--- config.mk ---
export PLATFORM = sky130hd
export DESIGN_NAME = serial_eeprom_slave
export DESIGN_NICKNAME = d
export VERILOG_FILES = /design/src/rtl/sep_pkg.sv /design/src/rtl/sep_sync.sv /design/src/rtl/sep_array.sv /design/src/rtl/sep_ctrl.sv /design/src/rtl/serial_eeprom_slave.sv
export SDC_FILE = /design/constraint.sdc
export NUM_CORES = 2
export LEC_CHECK = 0
export ABC_CLOCK_PERIOD_IN_PS = 3800
export BUFFER_PORTS_ARGS = -buffer_cell sky130_fd_sc_hd__buf_2
export CAP_MARGIN = 10
export CORE_MARGIN = 2
export CORE_UTILIZATION = 50
export DETAILED_ROUTE_END_ITERATION = 8
export HOLD_SLACK_MARGIN = 0.15
export MAX_ROUTING_LAYER = met4
export PLACE_DENSITY = 0.65
export SLEW_MARGIN = 25
export SYNTH_ARGS = -nofsm -noshare
export SYNTH_HDL_FRONTEND = slang
export SYNTH_SLANG_ARGS = --single-unit
--- constraint.sdc ---
create_clock -name clk -period 3.8 [get_ports clk]
set_input_delay 0.38 -clock clk [delete_from_list [all_inputs] [get_ports clk]]
set_output_delay 0.38 -clock clk [all_outputs]
set_load 0.01 [all_outputs]
--- src/rtl/sep_pkg.sv ---
package sep_pkg;
   typedef enum logic [2:0] {
      ST_HUNT,
      ST_OPC,
      ST_ADR,
      ST_RD,
      ST_WDAT,
      ST_DONE
   } sep_state_e;

   localparam logic [1:0] OP_SPECIAL = 2'b00;
   localparam logic [1:0] OP_WRITE   = 2'b01;
   localparam logic [1:0] OP_READ    = 2'b10;

   localparam logic [1:0] SUB_ENABLE  = 2'b11;
   localparam logic [1:0] SUB_DISABLE = 2'b00;
endpackage

--- src/rtl/sep_sync.sv ---
module sep_sync #(
   parameter int STAGES = 2,
   parameter int W      = 3
) (
   input  logic         clk,
   input  logic         rst_n,
   input  logic [W-1:0] d,
   output logic [W-1:0] q
);
   logic [STAGES-1:0][W-1:0] pipe;

   generate
      if (STAGES == 1) begin : g_one
         always_ff @(posedge clk or negedge rst_n) begin
            if (!rst_n) pipe <= '0;
            else        pipe <= d;
         end
      end else begin : g_many
         always_ff @(posedge clk or negedge rst_n) begin
            if (!rst_n) pipe <= '0;
            else        pipe <= {pipe[STAGES-2:0], d};
         end
      end
   endgenerate

   assign q = pipe[STAGES-1];
endmodule

--- src/rtl/sep_array.sv ---
module sep_array #(
   parameter int              ADDR_W       = 6,
   parameter int              DATA_W       = 16,
   parameter int              WRITE_CYCLES = 1000,
   parameter logic [DATA_W-1:0] ERASED     = '1
) (
   input  logic              clk,
   input  logic              rst_n,
   input  logic              wen_set,
   input  logic              wen_clr,
   input  logic              wr_req,
   input  logic [ADDR_W-1:0] wr_addr,
   input  logic [DATA_W-1:0] wr_data,
   input  logic [ADDR_W-1:0] rd_addr,
   output logic [DATA_W-1:0] rd_data,
   output logic              busy,
   output logic              wen
);
   localparam int DEPTH = 1 << ADDR_W;
   localparam int TW    = $clog2(WRITE_CYCLES + 1);

   logic [DATA_W-1:0] cells [DEPTH];
   logic [TW-1:0]     timer;
   logic              accept;

   assign busy    = (timer != '0);
   assign accept  = wr_req && wen && !busy;
   assign rd_data = cells[rd_addr];

   always_ff @(posedge clk or negedge rst_n) begin
      if (!rst_n) begin
         for (int i = 0; i < DEPTH; i++) cells[i] <= ERASED;
      end else if (accept) begin
         cells[wr_addr] <= wr_data;
      end
   end

   always_ff @(posedge clk or negedge rst_n) begin
      if (!rst_n)       timer <= '0;
      else if (accept)  timer <= TW'(WRITE_CYCLES);
      else if (busy)    timer <= timer - 1'b1;
   end

   always_ff @(posedge clk or negedge rst_n) begin
      if (!rst_n)       wen <= 1'b0;
      else if (wen_set) wen <= 1'b1;
      else if (wen_clr) wen <= 1'b0;
   end
endmodule

--- src/rtl/sep_ctrl.sv ---
module sep_ctrl
   import sep_pkg::*;
#(
   parameter int ADDR_W = 6,
   parameter int DATA_W = 16
) (
   input  logic              clk,
   input  logic              rst_n,
   input  logic              cs_s,
   input  logic              sk_rise,
   input  logic              di_s,
   input  logic              busy,
   input  logic [DATA_W-1:0] rd_data,
   output logic [ADDR_W-1:0] addr,
   output logic              wr_req,
   output logic [DATA_W-1:0] wr_data,
   output logic              wen_set,
   output logic              wen_clr,
   output logic              do_bit,
   output logic              do_oe,
   output logic              rd_active
);
   localparam int CW = $clog2(DATA_W);
   localparam logic [CW-1:0] LAST_D = CW'(DATA_W - 1);
   localparam logic [CW-1:0] LAST_A = CW'(ADDR_W - 1);

   sep_state_e        state;
   logic [1:0]        opc;
   logic [CW-1:0]     cnt;
   logic [DATA_W-1:0] shreg;
   logic              rd_bit;
   logic              armed;
   logic [ADDR_W-1:0] nxt_addr;
   logic [DATA_W-1:0] nxt_data;

   assign nxt_addr = {addr[ADDR_W-2:0], di_s};
   assign nxt_data = {shreg[DATA_W-2:0], di_s};

   always_ff @(posedge clk or negedge rst_n) begin
      if (!rst_n) begin
         state   <= ST_HUNT;
         opc     <= '0;
         cnt     <= '0;
         addr    <= '0;
         shreg   <= '0;
         rd_bit  <= 1'b0;
         armed   <= 1'b0;
         wr_req  <= 1'b0;
         wr_data <= '0;
         wen_set <= 1'b0;
         wen_clr <= 1'b0;
      end else begin
         wr_req  <= 1'b0;
         wen_set <= 1'b0;
         wen_clr <= 1'b0;
         if (!cs_s) begin
            state <= ST_HUNT;
            cnt   <= '0;
         end else if (sk_rise) begin
            unique case (state)
               ST_HUNT: begin
                  if (di_s) begin
                     state <= ST_OPC;
                     cnt   <= '0;
                     armed <= 1'b0;
                  end
               end
               ST_OPC: begin
                  opc <= {opc[0], di_s};
                  if (cnt == CW'(1)) begin
                     state <= ST_ADR;
                     cnt   <= '0;
                  end else begin
                     cnt <= cnt + 1'b1;
                  end
               end
               ST_ADR: begin
                  addr <= nxt_addr;
                  if (cnt == LAST_A) begin
                     cnt <= '0;
                     case (opc)
                        OP_READ: begin
                           state  <= ST_RD;
                           rd_bit <= 1'b0;
                        end
                        OP_WRITE: state <= ST_WDAT;
                        OP_SPECIAL: begin
                           state <= ST_DONE;
                           if (nxt_addr[ADDR_W-1 -: 2] == SUB_ENABLE)  wen_set <= 1'b1;
                           if (nxt_addr[ADDR_W-1 -: 2] == SUB_DISABLE) wen_clr <= 1'b1;
                        end
                        default: state <= ST_DONE;
                     endcase
                  end else begin
                     cnt <= cnt + 1'b1;
                  end
               end
               ST_RD: begin
                  rd_bit <= rd_data[LAST_D - cnt];
                  if (cnt == LAST_D) begin
                     cnt  <= '0;
                     addr <= addr + 1'b1;
                  end else begin
                     cnt <= cnt + 1'b1;
                  end
               end
               ST_WDAT: begin
                  shreg <= nxt_data;
                  if (cnt == LAST_D) begin
                     state   <= ST_DONE;
                     wr_req  <= 1'b1;
                     wr_data <= nxt_data;
                     armed   <= 1'b1;
                     cnt     <= '0;
                  end else begin
                     cnt <= cnt + 1'b1;
                  end
               end
               default: ;
            endcase
         end
      end
   end

   assign rd_active = (state == ST_RD);
   assign do_oe     = cs_s && (rd_active || (state == ST_HUNT && armed));
   assign do_bit    = do_oe && (rd_active ? rd_bit : !busy);
endmodule

--- src/rtl/serial_eeprom_slave.sv ---
module serial_eeprom_slave #(
   parameter int ADDR_W       = 6,
   parameter int DATA_W       = 16,
   parameter int WRITE_CYCLES = 1000,
   parameter int SYNC_STAGES  = 2
) (
   input  logic clk,
   input  logic rst_n,
   input  logic cs_i,
   input  logic sk_i,
   input  logic di_i,
   output logic do_o,
   output logic do_oe_o
);
   generate
      if (ADDR_W < 2 || ADDR_W > DATA_W) begin : g_bad_addr
         $error("ADDR_W must be between 2 and DATA_W");
      end
      if (DATA_W < 2) begin : g_bad_data
         $error("DATA_W must be at least 2");
      end
      if (WRITE_CYCLES < 1) begin : g_bad_wc
         $error("WRITE_CYCLES must be positive");
      end
      if (SYNC_STAGES < 1) begin : g_bad_sync
         $error("SYNC_STAGES must be positive");
      end
   endgenerate

   logic [2:0]        sync_q;
   logic              cs_s, sk_s, di_s, sk_d, sk_rise;
   logic              busy, wen, wr_req, wen_set, wen_clr, rd_active;
   logic [ADDR_W-1:0] addr;
   logic [DATA_W-1:0] rd_data, wr_data;

   sep_sync #(.STAGES(SYNC_STAGES), .W(3)) u_sync (
      .clk   (clk),
      .rst_n (rst_n),
      .d     ({cs_i, sk_i, di_i}),
      .q     (sync_q)
   );

   assign {cs_s, sk_s, di_s} = sync_q;

   always_ff @(posedge clk or negedge rst_n) begin
      if (!rst_n) sk_d <= 1'b0;
      else        sk_d <= sk_s;
   end
   assign sk_rise = sk_s && !sk_d;

   sep_ctrl #(.ADDR_W(ADDR_W), .DATA_W(DATA_W)) u_ctrl (
      .clk       (clk),
      .rst_n     (rst_n),
      .cs_s      (cs_s),
      .sk_rise   (sk_rise),
      .di_s      (di_s),
      .busy      (busy),
      .rd_data   (rd_data),
      .addr      (addr),
      .wr_req    (wr_req),
      .wr_data   (wr_data),
      .wen_set   (wen_set),
      .wen_clr   (wen_clr),
      .do_bit    (do_o),
      .do_oe     (do_oe_o),
      .rd_active (rd_active)
   );

   sep_array #(.ADDR_W(ADDR_W), .DATA_W(DATA_W), .WRITE_CYCLES(WRITE_CYCLES)) u_array (
      .clk     (clk),
      .rst_n   (rst_n),
      .wen_set (wen_set),
      .wen_clr (wen_clr),
      .wr_req  (wr_req),
      .wr_addr (addr),
      .wr_data (wr_data),
      .rd_addr (addr),
      .rd_data (rd_data),
      .busy    (busy),
      .wen     (wen)
   );
endmodule

==> results_dict.tcl <==
set metrics [dict create \
    status "complete, no violations" \
    postRouteAntennaNets 0 \
    place_hpwl_mm 103 \
    internal-power_w 0.0189 \
    row_count 118 \
    insertion_delay_ps 730 \
    finalWeightedCongestion 0.946 \
    n_fill_cell 8419 \
    drt-met1-wl_mm 70.1 \
    start_kind "flip-flop" \
    synthDistinctLibCells 79 \
    cts_buffers 116 \
    crit_chain "and3b_2 -> a22o_1 -> a221oi_1 -> a31oi_1 -> nor3_1 -> o311ai_0 -> o221a_2 -> o2111ai_1 -> o211ai_1" \
    p_per_area_nw_per_um2 425 \
    synthTopCellsByArea "dfstp_2, mux2_2, dfrtp_1, mux2i_1, mux4_2" \
    cp-end-kind "flip-flop" \
    drive_above_1_share 0.733 \
    relSlewSlack 0.286 \
    pwr-share-clk 0.473 \
    dieArea_um2 106000 \
    switchingPower_w 0.00587 \
    start_util 0.502 \
    synth_top_area_cell "dfstp_2" \
    grt_max_degree 104 \
    max_stage_delay_ps 780 \
    ys.flop_type "dfstp_2" \
    top_layer "met4" \
    area_growth_pct 12.7 \
    wl_per_cell_um 31.1 \
    port-buffer-count 6 \
    rsz0062_at_grt "no" \
    synth_seq_cells 1093 \
    total_power_w 0.0248 \
    vias 32696 \
    drt_first_pass_iters 6 \
    cts_sinks 1093 \
    core-area_um2 103000 \
    fin_setup_tns_ps 0 \
    die_height_um 326 \
    comb_power_share 0.053 \
    grt_pass1_wl_mm 236 \
    synth_seq_area_share 0.553 \
    cp.arrival_ps 4340 \
    pwr-share-seq 0.474 \
    synth-edff-count 0 \
    peakVddDrop_uv 370 \
    drtIter0Drc 3025 \
    clk_path_buf_depth 3 \
    wl_mm 161 \
    p_leak_nw 22.8 \
    hold_path.class "in2reg" \
    final_max_slew_viol_count 0 \
    syn_area_um2 51800 \
    post_cts_buffers 0 \
    cp_num_buf_inv 0 \
    clock_skew_ps 27.9 \
    switching_share 0.236 \
    synth_nets 3637 \
    synth-async-reset-ratio 1.00 \
    crit_required_ps 4350 \
    syn-mean-instance-area_um2 14.3 \
    fmax_mhz 264 \
    drc 0 \
    slowest_stage "dfrtp_4" \
    max_cap_violations 0 \
    track_usage 0.312 \
    syn-instance-count 3628 \
    wl_met3_mm 11.3 \
    period_minus_slack_ps 3790 \
    hold_viol_final 0 \
    critPathKind "reg2reg" \
    netlist.area_leader.share 0.520 \
    cp_max_fo 35 \
    pin_count 7 \
    cpLargestDelayFamily "compound AO/OA/AOI/OAI gates" \
    setup_viol 0 \
    cts_tree "done" \
    htree_levels 3 \
    yosys_warnings 0 \
    path_clk_slew_ps 60 \
    final_net_count 3710 \
    met2WireLength_mm 73.3 \
    die_w_um 326 \
    overflow 0 \
    antenna_found_initial 7 \
    final.period_utilization 0.997 \
    cts_root_buf "clkbuf_16" \
    vias_per_cell 6.31 \
    worst_slew_pin_slew_ps 1070 \
    grt_pass1_vias 32769 \
]
==> power by group through the flow <==
stage / Sequential (W) / Clock [W] / Combinational, W
2_1_floorplan: 0.0119 / 0 / 0.000499
3_3_place_gp: 0.0119 / 0 / 0.00129
3_5_place_dp: 0.0119 / 0 / 0.00129
4_1_cts: 0.0118 / 0.0119 / 0.00130
5_1_grt: 0.0117 / 0.0124 / 0.00136
6_report: 0.0118 / 0.0117 / 0.00131
==> per-layer routing <==
metal | track usage | vias up
met5 | - | -
met4 | 0.113 | 0
met3 | 0.0574 | 297
met2 | 0.464 | 1182
met1 | 0.429 | 17592
li1 | - | 13625
==> worst reg2reg max path, delay by kind of cell (launching register included) <==
| family | cells | cell delay [ps] |
|---|---|---|
| AO/OA/AOI/OAI | 7 | 1700 |
| flip-flops | 1 | 780 |
| AND/OR/NAND/NOR | 2 | 1150 |
==> sequential cells by signal, indices dropped and copies added (netlist names), 2 cells and up <==
signal,cells
u_array.cells,1024
u_array.timer,10
u_ctrl.addr,6
u_ctrl.cnt,4
u_ctrl.opc,2
u_ctrl.shreg,15
u_ctrl.state,3
u_ctrl.wr_data,16
u_sync.pipe,3
u_sync.q,3
==> cells by family after synthesis <==
kind of cell | share of synthesized area
AOI/OAI and AO/OA | 0.0776
xor gates and xnor gates | 0.000846
adders and majority gates | 0.00116
buffers and inverters | 0.0362
DFF | 0.553
muxes | 0.289
and+or+nand+nor | 0.0427
==> area by class of cell <==
class	instances	area (um^2)	share of cell area
clock buffers	171	3450	0.0591
flip-flops and latches	1093	28700	0.491
repair buffers	282	2610	0.0447
multi-input cells	2193	21300	0.365
inverters	15	56.3	0.000965
well taps	1380	1730	0.0296
diodes	6	15.0	0.000257
clock inverters	41	522	0.00894
==> through the flow <==
step                      area, um^2  utilization  hold slack, ps  instances  worst slack (ps)
after detailed placement       54300        0.527             336       4958              78.6
after global placement         54300        0.527             334       4957               100
after CTS                      58300        0.566             250       5174              78.4
after floorplan                51800            -            84.4       3628               941
after global routing           58400        0.566             289       5176              20.8
final                          58400        0.566             297       5181              12.6
==> final timing paths <==
kind                                             from  cells past startpoint                              to  slack, ps
min                                              cs_i                      2        u_sync.pipe[2]$_DFF_PN0_        300
min in group asynchronous                       rst_n                      2       u_ctrl.rd_bit$_DFFE_PN0P_        420
max                        u_ctrl.addr[2]$_DFFE_PN0P_                      9       u_ctrl.rd_bit$_DFFE_PN0P_         10
min reg2reg                  u_sync.pipe[0]$_DFF_PN0_                      0           u_sync.q[0]$_DFF_PN0_        350
max reg2reg                u_ctrl.addr[2]$_DFFE_PN0P_                      9       u_ctrl.rd_bit$_DFFE_PN0P_         10
max in group asynchronous                       rst_n                      3  u_array.cells[603]$_DFFE_PN1P_       2270
==> what timing repair did <==
action | CTS | global route
endpoints found under the hold margin | 4 | 0
resized for setup | 0 | 1
endpoints found under the setup margin | 0 | 1
hold buffers | 4 | 0
==> Yosys cell counts, drive strengths merged, types with 6 or more instances <==
| cell | n |
|---|---|
| mux2i | 119 |
| mux4 | 48 |
| a21oi | 97 |
| and2 | 6 |
| nand4 | 11 |
| dfstp | 1024 |
| inv | 14 |
| a211oi | 8 |
| o2111ai | 7 |
| o2bb2ai | 14 |
| nand3 | 18 |
| a222oi | 11 |
| mux2 | 1125 |
| nor2 | 137 |
| a31oi | 29 |
| o22ai | 26 |
| a221o | 34 |
| a22oi | 103 |
| or3 | 7 |
| o21ai | 62 |
| dfrtp | 69 |
| nor2b | 11 |
| clkbuf | 180 |
| nor3 | 20 |
| nor4 | 9 |
| o211ai | 8 |
| nand2 | 85 |
| nand2b | 8 |
| a221oi | 82 |
| buf | 147 |
| a22o | 26 |
==> placed cells by master, fill, tap and decap left out, types with 29 or more instances in the layout <==
cell type  count
mux2i_1      119
a221oi_1      82
dfstp_2     1024
nand2_1       70
a31oi_1       29
buf_12        39
nor2_4        63
clkbuf_8      34
mux4_2        48
a21oi_1       97
a22oi_1      103
buf_4        232
o21ai_0       62
clkbuf_16    116
nor2_1        70
dfrtp_1       50
mux2_2      1113
a221o_1       34
No activity file was read; power rests on OpenSTA's default activity.
